===== config.mk =====
export PLATFORM = sky130hd
export DESIGN_NAME = line_turnaround_seq
export DESIGN_NICKNAME = d
export VERILOG_FILES = /design/src/rtl/turnaround_pkg.sv /design/src/rtl/ta_us_timer.sv /design/src/rtl/ta_chan_rotator.sv /design/src/rtl/line_turnaround_seq.sv
export SDC_FILE = /design/constraint.sdc
export NUM_CORES = 1
export LEC_CHECK = 0
export BUFFER_PORTS_ARGS = -buffer_cell sky130_fd_sc_hd__clkbuf_2
export CAP_MARGIN = 30
export CORE_ASPECT_RATIO = 1.25
export CORE_MARGIN = 8
export CORE_UTILIZATION = 55
export DETAILED_ROUTE_END_ITERATION = 6
export PLACE_DENSITY = 0.77
export SYNTH_ARGS = -nofsm -noshare
export SYNTH_HDL_FRONTEND = slang
export SYNTH_SLANG_ARGS = --single-unit

===== constraint.sdc =====
create_clock -name clk -period 5.3 [get_ports clk]
set_clock_uncertainty 0.1 [all_clocks]
set_input_delay 0 -clock clk [delete_from_list [all_inputs] [get_ports clk]]
set_output_delay 0 -clock clk [all_outputs]
set_load 0.005 [all_outputs]

===== src/rtl/turnaround_pkg.sv =====
package turnaround_pkg;
  typedef enum logic [1:0] {
    MODE_BIDIR  = 2'b00,
    MODE_ONEWAY = 2'b01,
    MODE_LED    = 2'b10,
    MODE_ALT    = 2'b11
  } line_mode_e;

  typedef enum logic [1:0] {
    ST_IDLE      = 2'd0,
    ST_RECV      = 2'd1,
    ST_RECV_DONE = 2'd2,
    ST_HOLD      = 2'd3
  } seq_state_e;

  localparam int unsigned REPLY_LATENCY_US = 30;
  localparam int unsigned REPLY_MARGIN_US  = 10;
  localparam int unsigned MOTOR_GAP_US     = 40;
  localparam int unsigned LED_GAP_US       = 50;
endpackage


===== src/rtl/ta_us_timer.sv =====
module ta_us_timer #(
  parameter int unsigned TPU   = 100,
  parameter int unsigned LIM_W = 10
) (
  input  logic             clk,
  input  logic             rst_n,
  input  logic             start,
  input  logic             run,
  input  logic [LIM_W-1:0] limit,
  output logic             expire
);
  localparam int unsigned PW = (TPU > 1) ? $clog2(TPU) : 1;
  localparam logic [PW-1:0] PRESC_TOP = PW'(TPU - 1);

  logic [PW-1:0]    presc_q;
  logic [LIM_W-1:0] us_q;
  logic             us_tick;

  assign us_tick = (presc_q == PRESC_TOP);
  assign expire  = run && us_tick && (us_q == limit - LIM_W'(1));

  always_ff @(posedge clk) begin
    if (!rst_n || start) begin
      presc_q <= '0;
      us_q    <= '0;
    end else if (run) begin
      if (us_tick) begin
        presc_q <= '0;
        us_q    <= us_q + LIM_W'(1);
      end else begin
        presc_q <= presc_q + PW'(1);
      end
    end
  end
endmodule


===== src/rtl/ta_chan_rotator.sv =====
module ta_chan_rotator #(
  parameter int unsigned N_CH  = 4,
  parameter int unsigned SEL_W = $clog2(N_CH)
) (
  input  logic             clk,
  input  logic             rst_n,
  input  logic [N_CH-1:0]  qual,
  input  logic             advance,
  output logic [SEL_W-1:0] sel
);
  function automatic logic [SEL_W-1:0] lowest_qual(input logic [N_CH-1:0] q);
    logic [SEL_W-1:0] r;
    r = '0;
    for (int i = N_CH - 1; i >= 0; i--) begin
      if (q[i]) r = SEL_W'(i);
    end
    return r;
  endfunction

  function automatic logic [SEL_W-1:0] next_qual(input logic [SEL_W-1:0] cur,
                                                 input logic [N_CH-1:0]  q);
    logic [SEL_W-1:0] r;
    int unsigned      idx;
    r = cur;
    for (int k = N_CH - 1; k >= 1; k--) begin
      idx = (int'(cur) + k) % N_CH;
      if (q[idx]) r = SEL_W'(idx);
    end
    return r;
  endfunction

  always_ff @(posedge clk) begin
    if (!rst_n)       sel <= lowest_qual(qual);
    else if (advance) sel <= next_qual(sel, qual);
  end
endmodule


===== src/rtl/line_turnaround_seq.sv =====
module line_turnaround_seq
  import turnaround_pkg::*;
#(
  parameter int unsigned CLK_HZ  = 100_000_000,
  parameter int unsigned N_CH    = 4,
  parameter int unsigned FRAME_W = 8,
  parameter int unsigned SEL_W   = $clog2(N_CH)
) (
  input  logic               clk,
  input  logic               rst_n,
  input  logic               tx_done,
  input  logic [N_CH-1:0]    ch_enable,
  input  logic [N_CH-1:0]    ch_capture_ok,
  input  logic [1:0]         mode,
  input  logic [FRAME_W-1:0] frame_us,
  output logic               line_dir_in,
  output logic               capture_en,
  output logic [SEL_W-1:0]   sel_ch,
  output logic               rx_done,
  output logic               ready
);
  localparam int unsigned TPU   = (CLK_HZ / 1_000_000 > 0) ? CLK_HZ / 1_000_000 : 1;
  localparam int unsigned LIM_W = FRAME_W + 2;

  function automatic logic [LIM_W-1:0] wait_limit(input logic [1:0] m,
                                                  input logic [FRAME_W-1:0] f);
    logic [LIM_W-1:0] fe;
    fe = LIM_W'(f);
    case (line_mode_e'(m))
      MODE_BIDIR: return fe + LIM_W'(REPLY_LATENCY_US + REPLY_MARGIN_US);
      MODE_LED:   return LIM_W'(LED_GAP_US);
      default:    return fe + LIM_W'(REPLY_LATENCY_US + MOTOR_GAP_US);
    endcase
  endfunction

  seq_state_e       state_q;
  logic [LIM_W-1:0] limit_q;
  logic             accept;
  logic             timer_run;
  logic             expire;
  logic             win_end;
  logic             hold_end;

  assign accept    = tx_done && (state_q == ST_IDLE);
  assign timer_run = (state_q == ST_RECV) || (state_q == ST_HOLD);
  assign win_end   = expire && (state_q == ST_RECV);
  assign hold_end  = expire && (state_q == ST_HOLD);

  always_ff @(posedge clk) begin
    if (!rst_n) begin
      state_q <= ST_IDLE;
      limit_q <= '0;
    end else begin
      if (accept) limit_q <= wait_limit(mode, frame_us);
      case (state_q)
        ST_IDLE:      if (accept) state_q <= (line_mode_e'(mode) == MODE_BIDIR) ? ST_RECV : ST_HOLD;
        ST_RECV:      if (win_end) state_q <= ST_RECV_DONE;
        ST_RECV_DONE: state_q <= ST_IDLE;
        ST_HOLD:      if (hold_end) state_q <= ST_IDLE;
        default:      state_q <= ST_IDLE;
      endcase
    end
  end

  ta_us_timer #(.TPU(TPU), .LIM_W(LIM_W)) u_timer (
    .clk    (clk),
    .rst_n  (rst_n),
    .start  (accept),
    .run    (timer_run),
    .limit  (limit_q),
    .expire (expire)
  );

  ta_chan_rotator #(.N_CH(N_CH), .SEL_W(SEL_W)) u_rot (
    .clk     (clk),
    .rst_n   (rst_n),
    .qual    (ch_enable & ch_capture_ok),
    .advance (win_end),
    .sel     (sel_ch)
  );

  assign capture_en  = (state_q == ST_RECV);
  assign line_dir_in = (state_q == ST_RECV) || (state_q == ST_RECV_DONE);
  assign rx_done     = (state_q == ST_RECV_DONE);
  assign ready       = (state_q == ST_IDLE);
endmodule


Word-level counts from Yosys, hierarchy flattened
Index checks and enable logic that the tools add are counted.

Output and inout port bits: 6. Bits of input ports: 21. Register bits: 31.

Mux-type cells: 22. Bitwise operators: 1. Order comparisons: 3. Eq/ne operators: 11. Reductions and logical operators: 14. Add/sub/neg operators: 8.

Operator list (number): 2-to-1 mux 2 bit (13); case mux 9 bit (2 select lines) (1); adder 10 x 1 -> 10 bit (second input constant) (1); == test 10 bit (1); subtractor 10 x 1 -> 10 bit (second input constant) (1); adder 8 x 6 -> 9 bit (second input constant) (1); adder 8 x 7 -> 9 bit (second input constant) (1); less-than comparator 2 x 3 -> 1 bit (second input constant) (3); case mux 2 bit (4 select lines) (1); adder 7 x 1 -> 7 bit (second input constant) (1); == test 7 bit (second input constant) (1); 2-to-1 mux 7 bit (1); binary-select mux 1 bit (select 2 bit) (3); == test 2 bit (second input constant) (3); inequality test 2 x 1 -> 1 bit (second input constant) (3); logical AND 1 bit (5); adder 2 bit (second input constant) (2); bitwise AND 4 bit (1); logical NOT 2 bit (2); inequality test 4 x 1 -> 1 bit (second input constant) (1); AND reduction 2 bit (2); logical OR 1 bit (3); 2-to-1 mux 1 bit (3); AND reduction 3 bit (1); other kinds (4) (4).

Longest topological paths before layout
Depth in word-level cells: 8. Gate-level depth with buffers: 8.

Cells and area by module
A second synthesis with hierarchy kept.

Cell total of the unflattened synthesis: 254. Area, all modules: 2067.0 um^2.

Modules (own cells, without submodules): ta_us_timer (cells an instance 127, instances 1, area an instance 1043.5 um^2); line_turnaround_seq (cells an instance 96, instances 1, area an instance 780.7 um^2); ta_chan_rotator (cells an instance 31, instances 1, area an instance 242.7 um^2).

Least setup slack after synthesis
OpenSTA, ideal clock, no wires.

Path type: flip-flop to flip-flop. From: register state_q[1]. To: register u_rot.sel[0], enable pin. Path slack: 3097 ps. Arrival: 1800 ps. Cell stages (with the launch flop): 9. Clock period less this slack: 2203 ps. Required time: 4898 ps. Cell sequence: dfxtp_1 inv_1 ha_1 o21ai_0 nor3_4 and4bb_1 o2111a_2 nand3_1 o21ai_1.

Longest elaborated chain between the ends: 7.

RTL lines: from (decl) (RTL line line_turnaround_seq.sv:36) `seq_state_e state_q;`; from (signal assigned) (RTL line line_turnaround_seq.sv:56) `ST_IDLE: if (accept) state_q <= (line_mode_e'(mode) == MODE_BIDIR) ? ST_RECV : ST_HOLD;`; == test 2 x 1 -> 1 bit *; named net capture_en (RTL line line_turnaround_seq.sv:17) `output logic capture_en,`; logical OR 1 bit (RTL line line_turnaround_seq.sv:45) `assign timer_run = (state_q == ST_RECV) || (state_q == ST_HOLD);`; logical AND 1 bit (2 in a row) (RTL line ta_us_timer.sv:20) `assign expire = run && us_tick && (us_q == limit - LIM_W'(1));`; logical AND 1 bit * (RTL line line_turnaround_seq.sv:46) `assign win_end = expire && (state_q == ST_RECV);`; inequality test 2 x 1 -> 1 bit (no line) *; AND reduction 2 bit (no line) *; to (signal assigned) (RTL line ta_chan_rotator.sv:33) `if (!rst_n) sel <= lowest_qual(qual);`; to (signal assigned) (RTL line ta_chan_rotator.sv:34) `else if (advance) sel <= next_qual(sel, qual);`; to (decl) (RTL line ta_chan_rotator.sv:9) `output logic [SEL_W-1:0] sel`.

Mark *: on every way through the listed nets, which the timed path passes. The rest lies on a longest branch. A chain may end at the register's enable or synchronous reset.

Final worst setup path
From: register state_q[1]. To: register u_rot.sel[0], enable pin.

Longest elaborated chain between the ends: 7.

RTL lines (RTL line): == test 2 x 1 -> 1 bit / == test 2 bit (equally long branches) (line_turnaround_seq.sv:45, line_turnaround_seq.sv:46); logical OR 1 bit (line_turnaround_seq.sv:45); logical AND 1 bit (2 in a row) (ta_us_timer.sv:20); logical AND 1 bit * (line_turnaround_seq.sv:46); inequality test 2 x 1 -> 1 bit (no line) *; AND reduction 2 bit (no line) *.

Mark *: on every way between the ends. The rest lies on a longest branch, timed or not.

==> results_dict.tcl <==
set metrics [dict create \
    synth_area_um2 2049 \
    leakagePower_nw 0.9116 \
    fp.dieW_um 70.60 \
    end_kind "flop" \
    cts_sinks 30 \
    synth-edff-count 2 \
    cp_data_required_time_ps 5190 \
    num_rows 25 \
    clkTransAtPathRegs_ps 60 \
    synthFlopType "dfxtp_1" \
    start_kind "flop" \
    ios 27 \
    nNetsFinal 319 \
    place_area_um2 2202 \
    dp_hpwl_um 3489 \
    cp.arrival_ps 2280 \
    postRouteAntennaNets 0 \
    cts_root_buffer "clkbuf_8" \
    slew_headroom_pct 68.39 \
    grt_pass1_wl_um 8259 \
    tightest_slew_ps 469.2 \
    port_buffers 26 \
    die_h_um 84.25 \
    r2r-end "u_rot.sel[0]" \
    ys_ff_latch 30 \
    synth_top_area_cell "dfxtp_1" \
    final_layout_size_suffix_gt1_share_pct 15.17 \
    yosysWarnings 0 \
    status "finished clean" \
    antenna_found_initial 0 \
    async_reset_ff_share_pct 0 \
    setup_viol 0 \
    critPathTopFamily "simple AND/OR/NAND/NOR gates" \
    synth_area_leaders "dfxtp_1 (27%), nand2_1 (5.7%), xnor2_1 (5.6%)" \
    cts_tree "done" \
    h-tree-depth 2 \
    nFillCells 339 \
    ys_seq_area_share_pct 30.28 \
    gp_congestion 0.8336 \
    start_util_pct 55.53 \
    r2r_cells 8 \
    synth_cells 259 \
    postSynthAreaPerCell_um2 7.913 \
    crit_slowest_cell "nor3_4" \
    coreArea_um2 3691 \
    design_area_um2 2333 \
    reg2reg_setup_slack_ps 2910 \
    worst_hold_path_type "primary input to flop" \
    route.detailed.drc 0 \
    cts_buffers 5 \
    grt_pass1_vias 1861 \
    fin_crit_ps 2386 \
    cts_resized 0 \
    drtIter0Drc 97 \
    via_per_inst 5.879 \
    rsz0062_at_grt "false" \
    fin_crit_sh_pct 45.01 \
    avgRoutedWirePerCell_um 14.34 \
    max-vdd-ir-drop_v 0.0002474 \
    clockBufferDepth 2 \
    dieArea_um2 5948 \
    path_class "flop to flop" \
    setup_tns_ps 0 \
    min_to "limit_q[5]" \
    via_count 1940 \
    diodes 0 \
    grt_max_degree 15 \
    slew_viol_final 0 \
    cp_num_buf_inv 1 \
    holdCritStartpoint "frame_us[5]" \
    cp_cell_sequence "inv_1 -> ha_1 -> o21ai_0 -> nor3_4 -> and4bb_1 -> o2111a_2 -> nand3_1 -> o21ai_1" \
    holdPathStages 3 \
    worstSkewPairLatency_ps 280 \
    drt-total-wl_um 4731 \
    netlist.area_leader.share_pct 27.35 \
    regToRegStartpoint "state_q[1]" \
    timing.fmax_mhz 419.2 \
    powerDensity_nw_per_um2 327.3 \
    synthesis.nets 289 \
    critPathMaxStageDelay_ps 390 \
    overflow 0 \
    maxCapViolCount 0 \
    track_usage_pct 16.82 \
    path_max_fanout 9 \
    finalHoldViolCount 0 \
    area_growth_pct 13.86 \
    ys_types 53 \
    drtPass1Iterations 4 \
]
how the worst max path moves through the flow:
stage	from	end	slack, ps	cells past startpoint
after global placement	state_q[1]	u_rot.sel[0]	2970	8
after CTS	state_q[1]	u_rot.sel[0]	2900	8
final	state_q[1]	u_rot.sel[0]	2910	8
after detailed placement	state_q[1]	u_rot.sel[0]	2910	8
after global routing	state_q[1]	u_rot.sel[0]	2740	8
after floorplan	state_q[1]	u_rot.sel[0]	3100	8
synthesized netlist by cell type, types with 6 or more instances:
| cell type | instances |
|---|---|
| nand2_1 | 31 |
| ha_1 | 9 |
| dfxtp_1 | 28 |
| o21ai_0 | 14 |
| nor2_1 | 28 |
| nand4_1 | 6 |
| a21oi_1 | 15 |
| xor2_1 | 12 |
| xnor2_1 | 13 |
| inv_1 | 11 |
| clkbuf_1 | 6 |
| nor3_1 | 15 |
state kept, by name, indices dropped and copies added (netlist names):
name and cells:
limit_q 9, state_q 2, u_rot.sel 2, u_timer.us_q 10
u_timer.presc_q 7
per-stage QoR:
step / utilization, % / hold slack (ps) / total power, mW / cells / worst slack, ps
6_report: 63.22 / 15.55 / 0.7637 / 330 / 2914
4_1_cts: 63.22 / 9.834 / 0.7690 / 330 / 2899
3_5_place_dp: 59.66 / 129.3 / 0.5722 / 318 / 2907
2_1_floorplan: - / 8.625 / 0.4978 / 259 / 3097
3_3_place_gp: 59.66 / 139.7 / 0.5686 / 318 / 2974
5_1_grt: 63.22 / 43.42 / 0.8196 / 330 / 2741
cell families (layout without fill, tap and decap cells):
| logic type | Yosys count | count (layout) | share of synthesized area, % |
|---|---|---|---|
| AND/OR/NAND/NOR | 119 | 119 | 30.34 |
| buffers and inverters | 18 | 49 | 3.357 |
| AO/OA/AOI/OAI | 54 | 54 | 17.28 |
| flip-flops | 30 | 30 | 30.28 |
| adder cells (fa/ha/maj) | 9 | 9 | 5.495 |
| XOR/XNOR | 25 | 25 | 10.68 |
| multiplexers | 4 | 4 | 2.564 |
final cells by class:
cell class              instances  area [um^2]  area share [%]
multi-input cells             211         1360           58.28
flip-flops and latches         30        620.6           26.60
repair buffers                 30        170.2           7.292
clock buffers                   7        86.33           3.700
well taps                      40        50.05           2.145
inverters                      11        41.29           1.769
clock inverters                 1        5.005          0.2145
where the power goes:
group / switching, mW / internal [mW]
registers: 0.0310 / 0.251
clock network: 0.0847 / 0.105
logic: 0.161 / 0.131
worst register-to-register path, delay by kind of cell (launching register included):
kind	cells	cell delay, ps
flops	1	340
buf+inv	1	80
fa+ha+maj	1	250
simple gates	3	740
compound gates	3	590
cells in the final DEF (no fill, tap or decap), types with 3 or more instances in the layout:
| cell | count |
|---|---|
| dlygate4sd3_1 | 4 |
| inv_1 | 11 |
| nor3b_1 | 3 |
| o21ai_0 | 14 |
| nor2_1 | 28 |
| clkbuf_2 | 26 |
| and2_1 | 3 |
| mux2i_1 | 3 |
| nand2b_1 | 3 |
| ha_1 | 9 |
| a211oi_1 | 5 |
| nor3_1 | 15 |
| xor2_1 | 12 |
| a21oi_1 | 15 |
| nand3_1 | 5 |
| nor4_1 | 3 |
| nor2b_1 | 3 |
| clkbuf_8 | 6 |
| or3_1 | 5 |
| dfxtp_1 | 28 |
| nand4_1 | 6 |
| xnor2_1 | 13 |
| nand2_1 | 31 |
layer usage:
metal  vias up  global-route usage (%)  wire length [um]
met5         -                       0                 0
met4         0                   8.729               144
met3        14                   4.529               180
met2        41                   29.10              2414
met1       900                   18.14              1991
li1        985                       -                 -
timing repair:
| action | 4_1_cts | 5_1_grt |
|---|---|---|
| setup buffers | 0 | 0 |
| hold endpoints to repair | 3 | 0 |
| hold buffers | 4 | 0 |
No activity file was read; power rests on OpenSTA's default activity.
